===== config.mk =====
export PLATFORM = sky130hd
export DESIGN_NAME = str_entry_seq
export DESIGN_NICKNAME = d
export VERILOG_FILES = /design/src/rtl/str_entry_seq.sv
export SDC_FILE = /design/constraint.sdc
export NUM_CORES = 1
export LEC_CHECK = 0
export CAP_MARGIN = 20
export CORE_AREA = 3 3 55 57
export CTS_CLUSTER_DIAMETER = 60
export DETAILED_ROUTE_END_ITERATION = 6
export DIE_AREA = 0 0 58 60
export PLACE_DENSITY = 0.7
export SLEW_MARGIN = 20
export SYNTH_ARGS = -nofsm -noshare
export SYNTH_HDL_FRONTEND = slang
export SYNTH_SLANG_ARGS = --single-unit
export TNS_END_PERCENT = 50

===== constraint.sdc =====
create_clock -name clk -period 4 [get_ports clk]
set_input_delay 0.4 -clock clk [delete_from_list [all_inputs] [get_ports clk]]
set_output_delay 0.4 -clock clk [all_outputs]
set_load 0.02 [all_outputs]

===== src/rtl/str_entry_seq.sv =====
module str_entry_seq #(
  parameter int HOLD_CYCLES = 6,
  parameter int CFG_W       = 8
) (
  input  logic             clk,
  input  logic             rst_n,
  input  logic             susp_req,
  input  logic             clk_stop_req,
  input  logic             sys_reset,
  input  logic             pwr_good,
  input  logic             mem_cke_req,
  input  logic             cfg_we,
  input  logic [CFG_W-1:0] cfg_wdata,
  output logic             stop_grant_req,
  output logic             core_clk_en,
  output logic             ddr_clk_en,
  output logic             cke,
  output logic             pad_iso,
  output logic             in_clk_en,
  output logic [CFG_W-1:0] cfg_q
);
  localparam int CW = $clog2(HOLD_CYCLES + 1);
  localparam logic [CW-1:0] LAST = CW'(HOLD_CYCLES - 1);
  localparam logic [CFG_W-1:0] STS_MASK = CFG_W'(3);

  typedef enum logic [5:0] {
    S_IDLE  = 6'b000001,
    S_SG    = 6'b000010,
    S_CSTOP = 6'b000100,
    S_HOLD  = 6'b001000,
    S_ISO   = 6'b010000,
    S_RES   = 6'b100000
  } state_t;

  state_t        st, st_nx;
  logic [CW-1:0] cnt;
  logic          enter_iso;

  assign enter_iso = (st == S_HOLD) && (cnt == LAST);

  always_comb begin
    st_nx = st;
    unique case (st)
      S_IDLE:  if (susp_req)                st_nx = S_SG;
      S_SG:    if (clk_stop_req)            st_nx = S_CSTOP;
      S_CSTOP: if (sys_reset)               st_nx = S_HOLD;
      S_HOLD:  if (cnt == LAST)             st_nx = S_ISO;
      S_ISO:   if (!sys_reset && pwr_good)  st_nx = S_RES;
      S_RES:   if (cnt == CW'(1))           st_nx = S_IDLE;
      default:                              st_nx = S_IDLE;
    endcase
  end

  always_ff @(posedge clk or negedge rst_n) begin
    if (!rst_n) begin
      st  <= S_IDLE;
      cnt <= '0;
    end else begin
      st <= st_nx;
      if (st != st_nx)                     cnt <= enter_iso ? CW'(HOLD_CYCLES) : '0;
      else if (st == S_HOLD || st == S_RES) cnt <= cnt + CW'(1);
    end
  end

  always_ff @(posedge clk or negedge rst_n) begin
    if (!rst_n)         cfg_q <= '0;
    else if (enter_iso) cfg_q <= cfg_q & ~STS_MASK;
    else if (cfg_we)    cfg_q <= cfg_wdata;
  end

  always_ff @(negedge clk or negedge rst_n) begin
    if (!rst_n) begin
      core_clk_en <= 1'b1;
      in_clk_en   <= 1'b1;
      ddr_clk_en  <= 1'b1;
    end else begin
      core_clk_en <= (st == S_IDLE) || (st == S_SG);
      in_clk_en   <= (st != S_ISO) && !((st == S_RES) && (cnt == '0));
      ddr_clk_en  <= (st != S_ISO);
    end
  end

  assign stop_grant_req = (st == S_SG);
  assign pad_iso        = (st == S_ISO);
  assign cke            = (st == S_IDLE) && mem_cke_req;

  p_sg_hold_r2: assert property (@(posedge clk) disable iff (!rst_n)
    (stop_grant_req && !clk_stop_req) |=> stop_grant_req);

  p_iso_gates_r5: assert property (@(posedge clk) disable iff (!rst_n)
    pad_iso |-> (!in_clk_en && !ddr_clk_en && !core_clk_en));

  p_cke_low_r6: assert property (@(posedge clk) disable iff (!rst_n)
    (pad_iso || stop_grant_req) |-> !cke);

  p_sts_clear_r7: assert property (@(posedge clk) disable iff (!rst_n)
    $rose(pad_iso) |-> (cfg_q[1:0] == 2'b00 && cfg_q[CFG_W-1:2] == $past(cfg_q[CFG_W-1:2])));

  p_release_order_r8: assert property (@(posedge clk) disable iff (!rst_n)
    $fell(pad_iso) |-> (!in_clk_en && !core_clk_en));

  p_in_before_core_r8: assert property (@(posedge clk) disable iff (!rst_n)
    core_clk_en |-> in_clk_en);
endmodule


==> impl_metrics.env <==
export IMPL_status="complete, no violations"
export IMPL_root_buffer="clkbuf_4"
export IMPL_slowest_stage="clkdlybuf4s50_1"
export IMPL_io_pins=30
export IMPL_area_growth_pct=29.72
export IMPL_regArea_um2=505.5
export IMPL_dieArea_um2=3480
export IMPL_worstPathArrival_ns=3.46
export IMPL_tns_ns=0
export IMPL_rows=18
export IMPL_drive_gt1_frac=0.1088
export IMPL_cp_required_ns=3.60
export IMPL_drv_cap=0
export IMPL_syn_inst=117
export IMPL_fill_cells=219
export IMPL_grt_max_degree=14
export IMPL_dr_total_vias=991
export IMPL_via_per_inst=5.599
export IMPL_path_cells="clkdlybuf4s50_1"
export IMPL_grt_pass1_vias=938
export IMPL_synth_compound_area_frac=0.1367
export IMPL_power_density_nw_per_um2=414.7
export IMPL_cts_clk_slew_worst_paths_ns=0.12
export IMPL_layout_commonest_cell="clkdlybuf4s50_1"
export IMPL_routed_wl_um=2565
export IMPL_synthDistinctLibCells=40
export IMPL_hold_viol=0
export IMPL_finalSetupViolCount=0
export IMPL_grtUsageMet1=0.2209
export IMPL_drt_iter0_drc=30
export IMPL_globalplace_congestion=0.7949
export IMPL_multiInputGateArea_um2=584.3
export IMPL_endpoint="in_clk_en"
export IMPL_clk_latency_ns=0.37
export IMPL_final_cell_mix="29 x clkdlybuf4s50_1, 16 x dfrtp_1, 10 x nor2_1, 10 x nand2_1, 9 x inv_1"
export IMPL_cts_hold_buf=0
export IMPL_muxShareOfSynthArea=0.1030
export IMPL_grtUsageTotal=0.1613
export IMPL_met2_usage=0.2435
export IMPL_dr_pass1_iters=4
export IMPL_die_h_um=60
export IMPL_fp_dieW_um=58
export IMPL_clock_sinks=20
export IMPL_worstSetupStartpoint="in_clk_en$_DFF_NN1_"
export IMPL_busiest_layer="met2"
export IMPL_leakagePower_nw=0.6566
export IMPL_nets=167
export IMPL_path_buf_inv=1
export IMPL_cts_buffers=3
export IMPL_path_class="register to output port"
export IMPL_r2r_start="st[4]$_DFF_PN0_"
export IMPL_synth_seq_cells=20
export IMPL_min_path_type="input port to asynchronous set/reset pin"
export IMPL_startpoint_type="register"
export IMPL_io_buffers=29
export IMPL_place_ws_ns=0.5121
export IMPL_grt_first_pass_wirelength_um=4284
export IMPL_synth_nets=136
export IMPL_path_max_fanout=1
export IMPL_max_slew_margin_rel=0.6028
export IMPL_ys_warn_count=0
export IMPL_wl_per_cell_um=14.49
export IMPL_timing_final_ws_setup_ns=0.1404
export IMPL_yosys_area_share_simple=0.2039
export IMPL_critPathMaxStageDelay_ns=0.59
export IMPL_clk_path_buf_depth=2
export IMPL_cp_depth=1
export IMPL_dpl_hpwl_um=1957
export IMPL_r2r_end="in_clk_en$_DFF_NN1_"
export IMPL_cts_setup_buffers=0
export IMPL_maxSlewViolCount=0
export IMPL_overflow=0
export IMPL_ys_seq_area_frac=0.4382
export IMPL_core_um2=2522
export IMPL_syn_avg_cell_area_um2=9.860
export IMPL_cts_tree="built"
export IMPL_synthAdderAreaFrac=0.03254
export IMPL_met3_usage=0.04320
export IMPL_crit_family="buffers and inverters"
export IMPL_synth_ff_type="dfrtp_1"
export IMPL_synth_edf_count=0
export IMPL_synthXorXnorAreaFrac=0.03037
export IMPL_drc=0
export IMPL_r2r_cells=4
export IMPL_worst_setup_path_end_kind="output port"
export IMPL_antenna_cells=0
export IMPL_initial_core_util=0.4573
export IMPL_ff2ff_setup_slack_ns=0.56
export IMPL_antenna_found_initial=0
export IMPL_tightest_slew_ns=0.5904
export IMPL_ant_nets=0
export IMPL_async_flop_share=1.000
export IMPL_ir_drop_mv=0.3153
export IMPL_post_cts_resize_count=0
export IMPL_htreeDepth=1
export IMPL_synth_area_um2=1154
export IMPL_rsz0062_at_grt="no"
export IMPL_fin_skew_ns=0.06261
export IMPL_synth_top_family_by_area="simple AND/OR/NAND/NOR gates"
==> through the flow <==
step / hold WS [ns] / total power, mW / utilization / cells / area (um^2)
floorplan: 0.1044 / 0.4212 / - / 117 / 1154
global placement: 0.4779 / 0.5125 / 0.5784 / 171 / 1459
detailed placement: 0.4937 / 0.5152 / 0.5784 / 171 / 1459
CTS: 0.3846 / 0.6271 / 0.5933 / 177 / 1496
global route: 0.4144 / 0.6631 / 0.5933 / 177 / 1496
finish: 0.3844 / 0.6205 / 0.5933 / 177 / 1496
==> power by group <==
part	internal (mW)	switching, mW	leakage (nW)
Clock	0.0420	0.0711	0.0299
Combinational	0.115	0.128	0.381
Sequential	0.234	0.0302	0.246
Total	0.391	0.229	0.657
==> final cells by class <==
cell class | count | share of cell area
multi-input cells | 83 | 0.3905
clock buffers | 3 | 0.01505
clock inverters | 4 | 0.01254
flip-flops and latches | 20 | 0.3378
well taps | 30 | 0.02508
repair buffers | 31 | 0.2040
inverters | 6 | 0.01505
==> worst min path at each step <==
stage	cells after the start	to	slack (ns)
after floorplan	0	cfg_q[0]$_DFFE_PN0P_	0.10
after detailed placement	1	cfg_q[7]$_DFFE_PN0P_	0.49
after global placement	1	cfg_q[2]$_DFFE_PN0P_	0.48
after CTS	1	st[1]$_DFF_PN0_	0.38
final	1	st[1]$_DFF_PN0_	0.38
after global routing	1	st[1]$_DFF_PN0_	0.41
==> metal layers <==
| metal | vias to the layer above | routed length, um |
|---|---|---|
| li1 | 481 | - |
| met1 | 493 | 1207 |
| met2 | 13 | 1231 |
| met3 | 4 | 86 |
| met4 | 0 | 40 |
| met5 | - | 0 |
==> registers in the layout, indices dropped and copies added, names as in the netlist <==
signal,count
cfg_q,8
st,6
cnt,3
core_clk_en,1
ddr_clk_en,1
in_clk_en,1
==> cell usage after synthesis (2+ instances only) <==
master | n | share of area
a211o_1 | 3 | 0.023
a21oi_1 | 4 | 0.017
clkbuf_1 | 5 | 0.016
dfrtp_1 | 16 | 0.35
dfstp_2 | 4 | 0.091
ha_1 | 3 | 0.033
inv_1 | 7 | 0.023
mux2_1 | 3 | 0.029
mux2_2 | 4 | 0.039
mux2i_1 | 4 | 0.035
nand2_1 | 10 | 0.033
nand2b_1 | 5 | 0.027
nand3_1 | 2 | 0.0087
nand4_1 | 3 | 0.016
nor2_1 | 10 | 0.033
nor3_1 | 4 | 0.017
nor4_1 | 2 | 0.011
o21ai_1 | 2 | 0.0087
o22a_1 | 3 | 0.023
xnor2_1 | 2 | 0.015
xor2_1 | 2 | 0.015
==> logic make-up (layout without fill, tap and decap cells) <==
kind of cell	count (synthesis)	count (layout)
adders and majority gates	3	3
xor gates and xnor gates	4	4
DFF	20	20
and+or+nand+nor	44	44
muxes	11	11
AOI/OAI and AO/OA	21	21
buffers and inverters	14	44
No activity file was read; power rests on OpenSTA's default activity.
